==> src/rtl/gpio_irq_pkg.sv <==
package gpio_irq_pkg;

    localparam int CFG_W = 8;

    localparam logic [2:0] TRIG_RISE = 3'b010;
    localparam logic [2:0] TRIG_FALL = 3'b011;
    localparam logic [2:0] TRIG_BOTH = 3'b100;

    typedef struct packed {
        logic [2:0] trig;
        logic       rsvd4;
        logic       irq_en;
        logic       rsvd2;
        logic       in_en;
        logic       out_en;
    } pin_cfg_t;

    typedef enum logic {
        PEND_IDLE = 1'b0,
        PEND_HELD = 1'b1
    } pend_state_e;

endpackage

==> src/rtl/gpio_pin_sync.sv <==
module gpio_pin_sync #(
    parameter int STAGES = 2
) (
    input  logic clk,
    input  logic rst_n,
    input  logic pad_in,
    output logic level_now,
    output logic level_prev
);
    logic [STAGES:0] chain;

    always_ff @(posedge clk) begin
        if (!rst_n) begin
            chain <= '0;
        end else begin
            chain <= {chain[STAGES-1:0], pad_in};
        end
    end

    assign level_now  = chain[STAGES-1];
    assign level_prev = chain[STAGES];
endmodule

==> src/rtl/gpio_edge_pend.sv <==
module gpio_edge_pend
    import gpio_irq_pkg::*;
(
    input  logic             clk,
    input  logic             rst_n,
    input  logic [CFG_W-1:0] cfg_raw,
    input  logic             level_now,
    input  logic             level_prev,
    input  logic             clr_req,
    output logic             hit,
    output logic             pend,
    output logic             req
);
    pin_cfg_t    cfg;
    pend_state_e state_q, state_d;
    logic        rise, fall, edge_sel;

    assign cfg  = pin_cfg_t'(cfg_raw);
    assign rise = level_now & ~level_prev;
    assign fall = ~level_now & level_prev;

    always_comb begin
        case (cfg.trig)
            TRIG_RISE: edge_sel = rise;
            TRIG_FALL: edge_sel = fall;
            TRIG_BOTH: edge_sel = rise | fall;
            default:   edge_sel = 1'b0;
        endcase
    end

    assign hit = edge_sel & cfg.in_en & cfg.irq_en;

    always_ff @(posedge clk) begin
        if (!rst_n) begin
            state_q <= PEND_IDLE;
        end else begin
            state_q <= state_d;
        end
    end

    always_comb begin
        state_d = state_q;
        unique case (state_q)
            PEND_IDLE: if (hit) state_d = PEND_HELD;
            PEND_HELD: if (clr_req && !hit) state_d = PEND_IDLE;
        endcase
    end

    always_comb begin
        pend = (state_q == PEND_HELD);
        req  = pend & cfg.irq_en;
    end
endmodule

==> src/rtl/gpio_cfg_regs.sv <==
module gpio_cfg_regs
    import gpio_irq_pkg::*;
#(
    parameter int NPINS = 32,
    parameter int DW    = 32,
    parameter int AW    = $clog2(NPINS + 3)
) (
    input  logic                        clk,
    input  logic                        rst_n,
    input  logic                        we,
    input  logic [AW-1:0]               addr,
    input  logic [DW-1:0]               wdata,
    output logic [NPINS-1:0][CFG_W-1:0] cfg_bytes,
    output logic [NPINS-1:0]            out_level,
    output logic [NPINS-1:0]            clr_mask
);
    localparam logic [AW-1:0] A_OUT  = AW'(NPINS);
    localparam logic [AW-1:0] A_STAT = AW'(NPINS + 2);

    for (genvar k = 0; k < NPINS; k++) begin : g_cfg
        always_ff @(posedge clk) begin
            if (!rst_n) begin
                cfg_bytes[k] <= '0;
            end else if (we && addr == AW'(k)) begin
                cfg_bytes[k] <= wdata[CFG_W-1:0];
            end
        end
    end

    always_ff @(posedge clk) begin
        if (!rst_n) begin
            out_level <= '0;
        end else if (we && addr == A_OUT) begin
            out_level <= wdata[NPINS-1:0];
        end
    end

    assign clr_mask = (we && addr == A_STAT) ? wdata[NPINS-1:0] : '0;
endmodule

==> src/rtl/gpio_irq_bank.sv <==
module gpio_irq_bank
    import gpio_irq_pkg::*;
#(
    parameter int NPINS = 32,
    parameter int DW    = 32,
    parameter int AW    = $clog2(NPINS + 3)
) (
    input  logic             clk,
    input  logic             rst_n,
    input  logic             bus_we,
    input  logic [AW-1:0]    bus_addr,
    input  logic [DW-1:0]    bus_wdata,
    output logic [DW-1:0]    bus_rdata,
    input  logic [NPINS-1:0] pin_in,
    output logic [NPINS-1:0] pin_out,
    output logic [NPINS-1:0] pin_oe,
    output logic [NPINS-1:0] irq
);
    localparam logic [AW-1:0] A_OUT  = AW'(NPINS);
    localparam logic [AW-1:0] A_IN   = AW'(NPINS + 1);
    localparam logic [AW-1:0] A_STAT = AW'(NPINS + 2);

    logic [NPINS-1:0][CFG_W-1:0] cfg_bytes;
    logic [NPINS-1:0]            out_level, clr_vec;
    logic [NPINS-1:0]            lvl_now, lvl_prev;
    logic [NPINS-1:0]            hit_vec, pend_vec, ien_vec;

    gpio_cfg_regs #(.NPINS(NPINS), .DW(DW), .AW(AW)) u_regs (
        .clk       (clk),
        .rst_n     (rst_n),
        .we        (bus_we),
        .addr      (bus_addr),
        .wdata     (bus_wdata),
        .cfg_bytes (cfg_bytes),
        .out_level (out_level),
        .clr_mask  (clr_vec)
    );

    for (genvar k = 0; k < NPINS; k++) begin : g_pin
        pin_cfg_t c;
        assign c          = pin_cfg_t'(cfg_bytes[k]);
        assign pin_oe[k]  = c.out_en;
        assign ien_vec[k] = c.irq_en;

        gpio_pin_sync #(.STAGES(2)) u_sync (
            .clk        (clk),
            .rst_n      (rst_n),
            .pad_in     (pin_in[k]),
            .level_now  (lvl_now[k]),
            .level_prev (lvl_prev[k])
        );

        gpio_edge_pend u_pend (
            .clk        (clk),
            .rst_n      (rst_n),
            .cfg_raw    (cfg_bytes[k]),
            .level_now  (lvl_now[k]),
            .level_prev (lvl_prev[k]),
            .clr_req    (clr_vec[k]),
            .hit        (hit_vec[k]),
            .pend       (pend_vec[k]),
            .req        (irq[k])
        );
    end

    assign pin_out = out_level;

    always_comb begin
        bus_rdata = '0;
        if (bus_addr == A_OUT) begin
            bus_rdata[NPINS-1:0] = out_level;
        end else if (bus_addr == A_IN) begin
            bus_rdata[NPINS-1:0] = lvl_now;
        end else if (bus_addr == A_STAT) begin
            bus_rdata[NPINS-1:0] = pend_vec;
        end else begin
            for (int k = 0; k < NPINS; k++) begin
                if (bus_addr == AW'(k)) bus_rdata[CFG_W-1:0] = cfg_bytes[k];
            end
        end
    end
endmodule

==> config.mk <==
export PLATFORM = sky130hd
export DESIGN_NAME = gpio_irq_bank
export DESIGN_NICKNAME = d
export VERILOG_FILES = /design/src/rtl/gpio_irq_pkg.sv /design/src/rtl/gpio_pin_sync.sv /design/src/rtl/gpio_edge_pend.sv /design/src/rtl/gpio_cfg_regs.sv /design/src/rtl/gpio_irq_bank.sv
export SDC_FILE = /design/constraint.sdc
export NUM_CORES = 1
export LEC_CHECK = 0
export ABC_AREA = 1
export CELL_PAD_IN_SITES_DETAIL_PLACEMENT = 0
export CELL_PAD_IN_SITES_GLOBAL_PLACEMENT = 2
export CORE_MARGIN = 10
export CORE_UTILIZATION = 32
export DETAILED_ROUTE_END_ITERATION = 12
export GPL_TIMING_DRIVEN = 1
export PLACE_DENSITY = 0.83
export SLEW_MARGIN = 10
export SYNTH_ARGS = -nofsm -noshare
export SYNTH_HDL_FRONTEND = slang
export SYNTH_SLANG_ARGS = --single-unit
==> constraint.sdc <==
create_clock -name clk -period 2.9 [get_ports clk]
set_input_delay 0.435 -clock clk [delete_from_list [all_inputs] [get_ports clk]]
set_output_delay 0.435 -clock clk [all_outputs]
set_load 0.1 [all_outputs]
---- Word level (Yosys, flattened, before mapping) ----
Cells that the tools add are included.
cells by class
  equality and inequality tests ........... 130
  mux-type cells .......................... 165
  bitwise gates (word level) .............. 288
  reduce and logical (&&, ||, !) cells .... 99
operator list
  cell                                                             number
  8-bit two-way mux                                                33
  3-bit by 2-bit == test with 1-bit output, second input constant  64
  1-bit AND                                                        160
  3-bit == test, second input constant                             32
  6-bit by 5-bit == test with 1-bit output, second input constant  16
  32-bit two-way mux                                               3
  1-bit inverter                                                   96
  1-bit one-hot mux with 3 select lines                            32
  1-bit logical AND                                                66
  1-bit two-way mux                                                64
  1-bit one-hot mux with 2 select lines                            32
  6-bit by 4-bit == test with 1-bit output, second input constant  8
  1-bit zero test                                                  32
  1-bit OR                                                         32
  6-bit by 3-bit == test with 1-bit output, second input constant  4
  24-bit two-way mux                                               1
  6-bit == test, second input constant                             3
  6-bit by 2-bit == test with 1-bit output, second input constant  2
  6-bit by 1-bit == test with 1-bit output, second input constant  1
  6-bit zero test                                                  1
word-level totals
  bits in registers ....................... 416
  word-level logic and storage cells ...... 779

---- Longest topological paths before layout ----
  depth after elaboration ................. 36
  depth in mapped cells ................... 25
  mapped depth without buffers ............ 25

---- Modules after synthesis ----
A second synthesis with hierarchy kept.
second synthesis, totals
  cells, all modules ...................... 3,437
  area, all modules ....................... 21,549.4 µm²
by module, submodules not included
  module          instances  cells each  area an instance (µm²)  seq. area each (µm²)
  gpio_cfg_regs   1          1,709       11,494.8                5,765.5
  gpio_edge_pend  32         22          131.4                   20.0
  gpio_irq_bank   1          736         3,208.1                 0.0
  gpio_pin_sync   32         9           82.6                    60.1

---- Least setup slack after synthesis ----
OpenSTA, ideal clock, no wires.
  kind .................................... in2out
  start point ............................. input port bus_addr[3]
  end point ............................... output port bus_rdata[10]
  arrival ................................. 3.079 ns
  required time ........................... 2.465 ns
  path slack .............................. -0.614 ns
  stages on the path ...................... 6
  cell sequence ........................... nor2_1 > nand2_1 > nor2_1 > inv_1 > clkbuf_1 > o211ai_1
on the way
  longest elaborated chain between the ends .. 4
  elaborated cells on any way between the ends .. 6
  those cells by class .................... 3 x eq/ne; 3 x mux
ends and longest elaborated chain
  item                  line                 text
  from (decl)           gpio_irq_bank.sv:11  input logic [AW-1:0] bus_addr,
  6-bit == test         gpio_irq_bank.sv:74  end else if (bus_addr == A_STAT) begin
  24-bit two-way mux    gpio_irq_bank.sv:74
  32-bit two-way mux    gpio_irq_bank.sv:72  end else if (bus_addr == A_IN) begin
  32-bit two-way mux *  gpio_irq_bank.sv:70  if (bus_addr == A_OUT) begin
  to (decl)             gpio_irq_bank.sv:13  output logic [DW-1:0] bus_rdata,
Every way passes the cells marked *; elsewhere a longest branch is shown, timed or not.

---- Worst setup path in the final report ----
  start point ............................. input port bus_addr[4]
  end point ............................... output port bus_rdata[0]
on the way
  longest elaborated chain between the ends .. 36
  elaborated cells on any way between the ends .. 70
  those cells by class .................... 34 x eq/ne; 35 x mux; 1 x reduce/logical
ends and longest elaborated chain
  item                             line                 text
  6-bit zero test                  gpio_irq_bank.sv:78  if (bus_addr == AW'(k)) bus_rdata[CFG_W-1:0] = cfg_bytes[k];
  8-bit two-way mux (32 in a row)  gpio_irq_bank.sv:78
  8-bit two-way mux                gpio_irq_bank.sv:74
  32-bit two-way mux               gpio_irq_bank.sv:72
  32-bit two-way mux *             gpio_irq_bank.sv:70
Marked as above.

==> run metrics <==
status=finished with violations; violated checks=setup timing; met2 routed WL=32.7 mm; Port Buffer Count=200; slowest CP cell=nor2_4; Avg WL per Cell=roughly 19 um; Setup violations, final=8; Mapped Nets=between 2000 and 3000; die area=roughly 0.070 mm2; IR drop worst, VDD=a little under 0.0004 V; Worst R2R Path Depth=4; GP Congestion=roughly 0.9; first-pass GRT wire length=~110 mm; async set-reset flop share out of synthesis=0%; RSZ-0062 raised after global routing=true; layout cells sized above 1=between 10% and 20%; Worst-Skew Late Latency=a little under 0.6 ns; HP Class=in -> reg; final core occ=42.9%; worst slew pin tran=0.836 ns; register area=between 0.008 and 0.009 mm2; main flop type after synthesis=dfxtp_1; wl on met1=roughly 34 mm; HPWL Detailed=between 50 and 60 mm; Reg clk slew, reported paths=~0.060 ns; io pins=approximately 200; hold slack=~0.24 ns; CP required=between 2 and 2.5 ns; drt pass-1 iters=6; Bufs on Longest Clock Path=3; Routed met3 length=4.79 mm; CP Max Fanout=5; clk sink count=416; Antenna diodes=0; power per cell area=510 mW/mm2; reg2reg setup slack=roughly 1.3 ns; worst r2r src=g_pin[7].u_sync.chain[1]$_SDFF_PN0_; CTS buffer count=50; critical-path cell list=buf_8 > nor2_4 > inv_4 > buf_12 > buf_12 > nor2_4 > inv_2 > o21ai_2 > inv_1 > nand2_2 > nand4_1 > nor2_2 > nand4_1 > nand2_1 > nand4_1 > nand2_1 > nand4_1 > nand2_1 > nand4_1 > nand2_1 > nand4_1 > nand2_1 > nand4_1 > buf_12; Lkg Pwr=10.9 nW; Hold Path End=g_pin[14].u_sync.chain[0]$_SDFF_PN0_; RR Endpoint=g_pin[7].u_pend.pend$_SDFF_PN0_; hold depth=3; Yosys warnings=0; core footprint=0.0592 mm2; DRT iter0 DRCs=~1400; GRT Overall Usage=20.4%; nets=3133; total routed wirelength=73.4 mm; Final min period=roughly 3.9 ns; worst-case clock skew=0.00983 ns; Multi-input gate area=around 0.0086 mm2; row count=a little under 90; Pins Over Slew Limit=0; #FFs+latches synth=between 400 and 500; cell repeated most along the worst path=nand4_1; critical path class=in -> out; fraction of the yosys area taken by sequential cells=43.3%; min setup slack post-route=-0.973 ns; number of max-cap violations=0; CTS tree=built; die span in x=between 200 and 300 um; Critical Path Start Type=input pin; Worst EP arrival=between 3 and 4 ns; Vias/cell=slightly below 5; initial antenna violation count=0; CP Capture Type=output pin; hold path startpoint=rst_n; number of synthesized flops with an enable pin=0; clock root cell=clkbuf_16; total grt overflow=0; Final period util=134%; CP peak stage delay=approximately 0.23 ns; final hold vios=0; Fillers=around 6000; antenna viol nets, final=0; Syn Area/Cell=slightly above 7 um2; vias in the first global route=around 18000; Tot Pwr=about 13 mW; Yosys cell types=32; via count=roughly 19000; # H-tree levels=2; Starting Density=around 32%; largest net degree at the start of global routing=around 110; post-synthesis cell count=2684; chip height=about 270 um; uppermost layer routed=met4; Peak Freq=~260 MHz; # DRC=0; Slew HR=between 40% and 50%; Post-CTS Hold Fix Bufs=0; area grow syn2layout=31.9%; Synth Cell Area=0.0192 mm2
-- metal layers --
layer / GRT usage, % / vias to the layer above
li1: - / 9309
met2: 32.5 / 550
met3: 4.33 / 96
met4: 5.39 / 0
met1: 27.5 / 8688
met5: 0 / -
-- power breakdown --
part	internal [mW]	leakage, nW	switching (mW)
sequential	5.80	3.37	0.0553
combinational	0.351	6.74	0.639
clock	3.54	0.773	2.55
total	9.69	10.9	3.25
-- area by class of cell --
cell class / instances / share of cell area [%]
inverter: 402 / 6.00
tap: 773 / 3.81
timing repair buffer: 462 / 17.1
clock buffer: 75 / 5.73
multi-input combinational: 1664 / 34.1
sequential: 416 / 32.8
clock inverter: 14 / 0.468
-- cell usage in the layout, fill, tap and decap left out, drive strengths merged, types with 4 or more instances in the layout --
| cell | netlist | final |
|---|---|---|
| a211oi | 4 | 4 |
| a21oi | 342 | 342 |
| buf | 77 | 398 |
| clkbuf | 125 | 75 |
| clkdlybuf4s50 | 0 | 64 |
| clkinv | 6 | 16 |
| dfxtp | 416 | 416 |
| ha | 64 | 64 |
| inv | 396 | 397 |
| nand2 | 515 | 515 |
| nand3 | 125 | 125 |
| nand4 | 54 | 54 |
| nor2 | 150 | 150 |
| nor3 | 16 | 16 |
| o2111ai | 14 | 14 |
| o211ai | 24 | 24 |
| o21ai | 316 | 316 |
| o41ai | 27 | 27 |
| or2 | 12 | 12 |
-- how the worst max path moves through the flow --
stage	startpoint	to
detailed placement	bus_addr[3]	bus_rdata[3]
finish	bus_addr[4]	bus_rdata[0]
global placement	bus_addr[3]	bus_rdata[3]
CTS	bus_addr[3]	bus_rdata[3]
floorplan	bus_addr[4]	bus_rdata[3]
global route	bus_addr[4]	bus_rdata[3]
-- sequential cells by signal (all words and copies together), names as in the netlist --
signal and flops:
g_pin.u_pend.pend 32, g_pin.u_sync.chain 96, u_regs.cfg_bytes 256, u_regs.out_level 32
-- worst max-delay path: cells and delay by family --
| kind | cells | cell delay (ns) |
|---|---|---|
| buffers and inverters | 7 | 0.81 |
| and+or+nand+nor | 16 | 2.11 |
| AOI/OAI and AO/OA | 1 | 0.06 |
-- synthesized netlist by cell type (7+ instances only) --
library cell | n | area share (%)
buf_4 | 64 | 2.5
inv_1 | 393 | 7.7
o41ai_1 | 27 | 1.2
nor3_1 | 16 | 0.42
nor2_4 | 7 | 0.41
nand3_1 | 125 | 3.3
nand4_1 | 53 | 1.7
ha_1 | 64 | 4.2
nand2_1 | 513 | 10
o21ai_0 | 316 | 8.2
nor2_1 | 136 | 2.7
a21oi_1 | 342 | 8.9
o2111ai_1 | 14 | 0.64
dfxtp_1 | 416 | 43
clkbuf_1 | 125 | 2.4
o211ai_1 | 24 | 0.94
or2_2 | 7 | 0.23
-- cell families (layout without fill, tap and decap cells) --
group | after synthesis | after routing | share of synthesized area, %
AND/OR/NAND/NOR | 873 | 873 | 19.3
AO/OA/AOI/OAI | 727 | 727 | 20.1
adder cells (fa/ha/maj) | 64 | 64 | 4.16
flip-flops | 416 | 416 | 43.3
buffers and inverters | 604 | 953 | 13.2
-- through the flow --
stage / setup slack (ns) / std cells / area (um2) / TNS, ns
floorplan: -0.446 / 2684 / 19300 / -5.10
global placement: -1.59 / 3698 / 23400 / -11.61
detailed placement: -1.60 / 3698 / 23400 / -12.28
CTS: -1.03 / 3802 / 25300 / -7.09
global route: -1.13 / 3806 / 25400 / -8.31
finish: -0.973 / 3806 / 25400 / -6.77
-- repair_timing --
item | CTS | global route
pin swaps | 37 | 46
resized for setup | 86 | 22
endpoints found under the setup margin | 32 | 8
buffers inserted | 16 | 4
Power figures use the tool's default switching activity.
